--- config.mk ---
export PLATFORM = sky130hd
export DESIGN_NAME = run4_detector
export DESIGN_NICKNAME = d
export VERILOG_FILES = /design/src/rtl/run4_pkg.sv /design/src/rtl/run4_codec.sv /design/src/rtl/run4_step.sv /design/src/rtl/run4_detector.sv
export SDC_FILE = /design/constraint.sdc
export NUM_CORES = 1
export LEC_CHECK = 0
export ABC_AREA = 0
export CORE_MARGIN = 2
export CORE_UTILIZATION = 42
export CTS_CLUSTER_DIAMETER = 50
export DETAILED_ROUTE_END_ITERATION = 12
export PLACE_DENSITY = 0.7
export SYNTH_ARGS = -nofsm -noshare
export SYNTH_HDL_FRONTEND = slang
export SYNTH_HIERARCHICAL = 1
export SYNTH_SLANG_ARGS = --single-unit
--- constraint.sdc ---
create_clock -name clk -period 2.2 [get_ports clk]
set_input_delay 0.44 -clock clk [delete_from_list [all_inputs] [get_ports clk]]
set_output_delay 0.44 -clock clk [all_outputs]
set_load 0.05 [all_outputs]
--- src/rtl/run4_pkg.sv ---
package run4_pkg;

  // Logical states: idle, four zero-run steps, four one-run steps.
  typedef enum logic [3:0] {
    ST_IDLE = 4'd0,
    ST_Z1   = 4'd1,
    ST_Z2   = 4'd2,
    ST_Z3   = 4'd3,
    ST_Z4   = 4'd4,
    ST_O1   = 4'd5,
    ST_O2   = 4'd6,
    ST_O3   = 4'd7,
    ST_O4   = 4'd8
  } run_st_e;

  localparam int ENC_ONEHOT0 = 0;
  localparam int ENC_BINARY  = 1;
  localparam int NUM_STATES  = 9;

  function automatic int code_width(input int enc);
    return (enc == ENC_BINARY) ? 4 : NUM_STATES;
  endfunction

endpackage

--- src/rtl/run4_codec.sv ---
module run4_codec
  import run4_pkg::*;
#(
  parameter int ENC_SEL = ENC_ONEHOT0,
  parameter int CW      = code_width(ENC_SEL)
) (
  input  run_st_e         st_i,
  output logic [CW-1:0]   code_o,
  input  logic [CW-1:0]   code_i,
  output run_st_e         st_o
);

  generate
    if (ENC_SEL == ENC_BINARY) begin : g_bin
      always_comb begin
        code_o = CW'(st_i);
      end
      always_comb begin
        if (code_i > CW'(NUM_STATES - 1)) st_o = ST_IDLE;
        else                              st_o = run_st_e'(code_i[3:0]);
      end
    end else begin : g_oh
      always_comb begin
        code_o = '0;
        if (st_i != ST_IDLE) begin
          code_o[0]            = 1'b1;
          code_o[int'(st_i)]   = 1'b1;
        end
      end
      always_comb begin
        st_o = ST_IDLE;
        if (code_i[0]) begin
          for (int k = 1; k < NUM_STATES; k++) begin
            if (code_i[k]) st_o = run_st_e'(k[3:0]);
          end
        end
      end
    end
  endgenerate

endmodule

--- src/rtl/run4_step.sv ---
module run4_step
  import run4_pkg::*;
(
  input  run_st_e st_i,
  input  logic    w_i,
  output run_st_e nxt_o,
  output logic    z_o
);

  always_comb begin
    unique case (st_i)
      ST_IDLE: nxt_o = w_i ? ST_O1 : ST_Z1;
      ST_Z1:   nxt_o = w_i ? ST_O1 : ST_Z2;
      ST_Z2:   nxt_o = w_i ? ST_O1 : ST_Z3;
      ST_Z3:   nxt_o = w_i ? ST_O1 : ST_Z4;
      ST_Z4:   nxt_o = w_i ? ST_O1 : ST_Z4;
      ST_O1:   nxt_o = w_i ? ST_O2 : ST_Z1;
      ST_O2:   nxt_o = w_i ? ST_O3 : ST_Z1;
      ST_O3:   nxt_o = w_i ? ST_O4 : ST_Z1;
      ST_O4:   nxt_o = w_i ? ST_O4 : ST_Z1;
      default: nxt_o = ST_IDLE;
    endcase
  end

  // Moore output: the terminal state of either chain.
  assign z_o = (st_i == ST_Z4) || (st_i == ST_O4);

endmodule

--- src/rtl/run4_detector.sv ---
module run4_detector
  import run4_pkg::*;
#(
  parameter int ENC_SEL = ENC_ONEHOT0,
  localparam int CW     = code_width(ENC_SEL)
) (
  input  logic          clk,
  input  logic          rst_n,
  input  logic          w_i,
  output logic          z_o,
  output logic [CW-1:0] state_o
);

  logic [CW-1:0] state_q;
  logic [CW-1:0] state_d;
  run_st_e       cur_st;
  run_st_e       nxt_st;

  run4_codec #(.ENC_SEL(ENC_SEL), .CW(CW)) u_codec (
    .st_i   (nxt_st),
    .code_o (state_d),
    .code_i (state_q),
    .st_o   (cur_st)
  );

  run4_step u_step (
    .st_i  (cur_st),
    .w_i   (w_i),
    .nxt_o (nxt_st),
    .z_o   (z_o)
  );

  always_ff @(posedge clk) begin
    if (!rst_n) state_q <= '0;
    else        state_q <= state_d;
  end

  assign state_o = state_q;

  // Previous sample, kept only for the properties below.
  logic w_d;
  logic have_d;
  always_ff @(posedge clk) begin
    if (!rst_n) begin
      have_d <= 1'b0;
      w_d    <= 1'b0;
    end else begin
      have_d <= 1'b1;
      w_d    <= w_i;
    end
  end

  assert_reset_idle_R1: assert property (@(posedge clk)
    !rst_n |=> (state_q == '0) && !z_o);

  assert_flip_clears_R5: assert property (@(posedge clk) disable iff (!rst_n)
    (have_d && (w_i != w_d)) |=> !z_o);

  assert_run_holds_R4: assert property (@(posedge clk) disable iff (!rst_n)
    (z_o && have_d && (w_i == w_d)) |=> z_o);

  assert_rise_after_equal_R9: assert property (@(posedge clk) disable iff (!rst_n)
    $rose(z_o) |-> ($past(w_i) == $past(w_i, 2)));

  generate
    if (ENC_SEL == ENC_BINARY) begin : g_chk_bin
      assert_code_legal_R7: assert property (@(posedge clk) disable iff (!rst_n)
        state_q <= CW'(NUM_STATES - 1));
    end else begin : g_chk_oh
      assert_code_legal_R6: assert property (@(posedge clk) disable iff (!rst_n)
        (state_q == '0) || (state_q[0] && ($countones(state_q) == 2)));
    end
  endgenerate

endmodule

Word-level counts from Yosys, hierarchy flattened
Cells that the tools add are included.

word-level totals
  register bits = 9
  input port bits = 3
  output and inout port bits = 10
  word-level logic and storage cells = 39

operators by class
  order comparisons = 2
  eq/ne operators = 8
  multiplexer cells = 20
  reduce and logical (&&, ||, !) cells = 7

operators with widths
  cell                                                                count
  case mux 4 bit (7 select lines)                                     1
  two-way mux 3 bit                                                   9
  equality test 4 x 3 -> 1 bit (second input constant)                4
  two-way mux 4 bit                                                   3
  equality test 4 x 2 -> 1 bit (second input constant)                2
  less-than comparator 4 x 5 -> 1 bit (second input constant)         1
  demux 1 bit (select 4 bit)                                          1
  equality test 4 x 1 -> 1 bit (second input constant)                1
  equality test 4 bit (second input constant)                         1
  greater-or-equal comparator 4 x 1 -> 1 bit (second input constant)  1
  zero test 4 bit                                                     1
  two-way mux 1 bit                                                   4
  two-way mux 2 bit                                                   2
  nonzero test 4 bit                                                  1
  OR reduction 2 bit                                                  2
  AND reduction 2 bit                                                 1
  logical AND 1 bit                                                   1
  logical OR 1 bit                                                    1

Longest topological paths before layout
  word-level depth = 16
  depth in mapped cells = 10

Cells and area by module
The synthesis kept the hierarchy.

by module, submodules not included
  module         times used  cells an instance  area an instance (um^2)
  run4_detector  1           18                 236.5
  run4_step      1           22                 177.7
  run4_codec     1           25                 137.6

Worst setup path after synthesis
No wires, ideal clock.

  kind = reg2out
  start = register state_q[8], in the netlist state_o[8]
  end = output z_o
  data arrival time = 2289 ps
  required time = 1760 ps
  path slack = -529 ps
  stages on the path, launching flop included = 6
  path buffers = 1
  cells stage by stage = dfxtp_1 nand2b_1 o21bai_1 o41ai_1 buf_6 nor3_1

between the ends
  word-level cells in the longest chain between the ends = 4
  elaborated cells on any way between the ends = 5
  classes of those cells = 2 x eq/ne; 2 x mux; 1 x reduce/logical

ends and longest elaborated chain
  item                                                                 line                 text
  from (decl)                                                          run4_detector.sv:14  logic [CW-1:0] state_q;
  from (signal assigned)                                               run4_detector.sv:35  else state_q <= state_d;
  two-way mux 4 bit (*)                                                run4_codec.sv:34     if (code_i[k]) st_o = run_st_e'(k[3:0]);
  two-way mux 4 bit (*)                                                run4_codec.sv:32     if (code_i[0]) begin
  named net cur_st[0]                                                  run4_detector.sv:16  run_st_e cur_st;
  equality test 4 x 3 -> 1 bit or equality test 4 bit (tied branches)  run4_step.sv:26      assign z_o = (st_i == ST_Z4) || (st_i == ST_O4);
  logical OR 1 bit (*)                                                 run4_step.sv:26
  to (decl)                                                            run4_detector.sv:10  output logic z_o,

The timed path passes the listed nets; every way through them passes the cells marked *.

Worst setup path after layout
  start = register state_q[8], in the netlist state_o[8]
  end = register state_q[1], in the netlist state_o[1]

between the ends
  word-level cells in the longest chain between the ends = 9
  elaborated cells on any way between the ends = 21
  classes of those cells = 2 x order compare; 8 x eq/ne; 5 x mux; 6 x reduce/logical

ends and longest elaborated chain
  item                                                                                                                     line                 text
  two-way mux 4 bit (*)                                                                                                    run4_codec.sv:34
  two-way mux 4 bit (*)                                                                                                    run4_codec.sv:32
  named net cur_st[0]                                                                                                      run4_detector.sv:16
  equality test 4 x 3 -> 1 bit (tied with other cells)                                                                     run4_step.sv:11      unique case (st_i)
  OR reduction 2 bit (no source line)                                                                                      --
  case mux 4 bit (7 select lines) (*)                                                                                      run4_step.sv:11
  named net nxt_st[0]                                                                                                      run4_detector.sv:17  run_st_e nxt_st;
  less-than comparator 4 x 5 -> 1 bit (implied by the code) or greater-or-equal comparator 4 x 1 -> 1 bit (tied branches)  run4_codec.sv:27     code_o[int'(st_i)] = 1'b1;
  logical AND 1 bit (implied by the code)                                                                                  run4_codec.sv:27
  two-way mux 1 bit (implied by the code)                                                                                  run4_codec.sv:27
  demux 1 bit (select 4 bit)                                                                                               --

Marked as above.
A chain may end at the register's enable or synchronous reset.

==> results.json <==
{
  "area_delta_synth_final_pct": 41.0,
  "timing.max_cap.violations": 0,
  "final_max_slew_viol_count": 0,
  "fp.dieW_um": 40.2,
  "ys_seq_area_share_pct": 32.7,
  "fin_util_pct": 61.3,
  "synth_fa_ha_area_share_pct": 0,
  "ys_seq_elements": 9,
  "synth_compound_gate_area_share_pct": 16.3,
  "post-route-period-util_pct": 95.3,
  "antenna_cells": 0,
  "drt-vias-per-instance": 5.03,
  "core-area_um2": 1270,
  "grt_max_degree": 10,
  "synthXorXnorAreaFrac_pct": 4.76,
  "clock_sinks": 9,
  "synthCells": 65,
  "finalSetupViolations": 0,
  "overflow": 0,
  "required_ns": 2.39,
  "place_area_um2": 701,
  "nFillCells": 109,
  "synth.area.mux_share_pct": 2.72,
  "htree_levels": 1,
  "min_period_ns": 2.10,
  "final_common_cell": "clkdlybuf4s50_1",
  "ctsRootBufferMaster": "clkbuf_4",
  "antenna_found_initial": 0,
  "outcome": "finished clean",
  "routed-via-count": 498,
  "hp-class": "in -> reg",
  "gr-usage-all-layers_pct": 15.6,
  "path_class": "reg -> reg",
  "dieArea_um2": 1620,
  "clockBufferDepth": 2,
  "cts_inserted_buffers": 3,
  "hold_viol": 0,
  "wl_um": 1110,
  "most-common-layout-cells": "clkdlybuf4s50_1, and2_1, buf_4",
  "first_iter_violations": 10,
  "synth_top_family_by_area": "simple AND/OR/NAND/NOR gates",
  "cp-start-kind": "register",
  "worst-path-max-fanout": 8,
  "cts_tree": "done",
  "io_buffer_count": 12,
  "firstDrtPassIters": 4,
  "critPathCaptureType": "register",
  "clock_latency_ns": 0.25,
  "vdd_drop_max_mv": 0.304,
  "path_clk_slew_ns": 0.06,
  "start_util_pct": 43.5,
  "final_area_um2": 778,
  "syn-num-nets": 68,
  "synth-simple-area-share_pct": 35.4,
  "syn-cell-area_um2": 552,
  "wl_per_cell_um": 11.2,
  "synth.avg_cell_area_um2": 8.49,
  "multiInputGateArea_um2": 370,
  "io_pins": 13,
  "final_layout_size_suffix_gt1_share_pct": 31.0,
  "p_leak_nw": 0.301,
  "dp_hpwl_um": 793,
  "worst_pin_slew_ns": 0.490,
  "clock_skew_ns": 0.000298,
  "synth_area_leader_cell": "dfxtp_1",
  "pwr_density_cell_nw_per_um2": 666,
  "ys_warn_count": 6,
  "register_area_um2": 189,
  "netlist.area_leader.share_pct": 32.7,
  "rows": 13,
  "fmax_ghz": 0.477,
  "finalNetCount": 88,
  "rrSetupSlack_ns": 0.10,
  "largest_register_ffs": 9,
  "synth_cell_types": 26,
  "ant_nets": 0,
  "grt_pass1_vias": 379,
  "critPathArrivalTime_ns": 2.28,
  "synth_area_leaders": "dfxtp_1, and2_1, nor3_1, a21oi_1, buf_6",
  "gp_congestion": 0.690,
  "hold_buffers": 0,
  "drc": 0,
  "slew_headroom_pct": 67.2,
  "die_height_um": 40.2,
  "grt_first_pass_wirelength_um": 1610
}
==> stage by stage <==
stage	setup slack [ns]	TNS [ns]	hold slack, ns	power (mW)	cells
detailed placement	-0.0396	-0.0480	1.03	0.380	94
finish	0.104	0	0.928	0.518	99
floorplan	-0.0324	-0.0633	0.561	0.337	65
CTS	0.0218	0	0.918	0.502	98
global placement	-0.0260	-0.0418	1.00	0.376	94
global route	-0.0162	-0.0285	0.950	0.552	99
==> metal layers <==
metal | vias to the layer above | wire length, µm | part of all wire, % | GRT usage [%]
met3 | 0 | 42 | 3.8 | 5.00
met5 | - | 0 | 0 | 0
li1 | 263 | - | - | -
met4 | 0 | 0 | 0 | 12.5
met2 | 15 | 534 | 48 | 21.4
met1 | 220 | 530 | 48 | 19.8
==> critical path, cell delays in order, from the launching register on <==
cell,delay (ns)
dfxtp_2,0.32
nand2b_2,0.20
o41ai_2,0.24
buf_4,0.23
nor2_4,0.05
mux2_4,0.27
a21oi_4,0.16
or2b_1,0.26
nor3_1,0.16
and2_1,0.15
==> power by group <==
| group | leakage, nW | total (mW) | switching [mW] | internal [mW] |
|---|---|---|---|---|
| Clock | 0.0150 | 0.118 | 0.0486 | 0.0693 |
| Combinational | 0.211 | 0.219 | 0.127 | 0.0920 |
| Sequential | 0.0757 | 0.181 | 0.00725 | 0.174 |
| Total | 0.301 | 0.518 | 0.182 | 0.336 |
==> worst paths after layout <==
check	from	to	cells after the start
setup / recovery	state_o[8]	state_o[1]	9
hold / removal	rst_n	state_o[4]	2
setup reg to reg	state_o[8]	state_o[1]	9
hold reg to reg	state_o[8]	state_o[8]	4
==> area by class of cell <==
cell class	count	area share, %
Timing Repair Buffer	18	21.4
Clock buffer	4	3.38
Tap cell	15	2.41
Inverter	2	0.965
Sequential cell	9	24.3
Multi-Input combinational cell	51	47.6
==> timing repair <==
action                                  in CTS  in global routing
buffers inserted                             0                  1
gates resized for setup                      1                 10
pin swaps                                    0                  1
endpoints found under the setup margin       3                  9
==> synth_stat cells <==
cell type,instances
dfxtp_1,9
xnor2_1,2
buf_8,1
a21oi_2,2
nor4b_1,1
or2b_1,1
nor2_4,1
nand2b_1,3
or4_1,1
a21oi_1,5
inv_1,2
buf_6,2
a31o_2,1
nor2_1,5
and2_1,10
o41ai_1,1
xor2_1,1
o21ai_0,3
nand3b_1,1
mux2_4,1
nor2b_1,1
nand2_1,2
o21bai_1,1
a21boi_0,1
nor3_1,6
nand4b_1,1
==> kinds of logic (layout without fill, tap and decap cells) <==
kind of cell    Yosys count  count (layout)
simple gates             33              33
compound gates           14              14
flops                     9               9
xor+xnor                  3               3
buf+inv                   5              24
mux                       1               1
No activity file was read; power rests on OpenSTA's default activity.
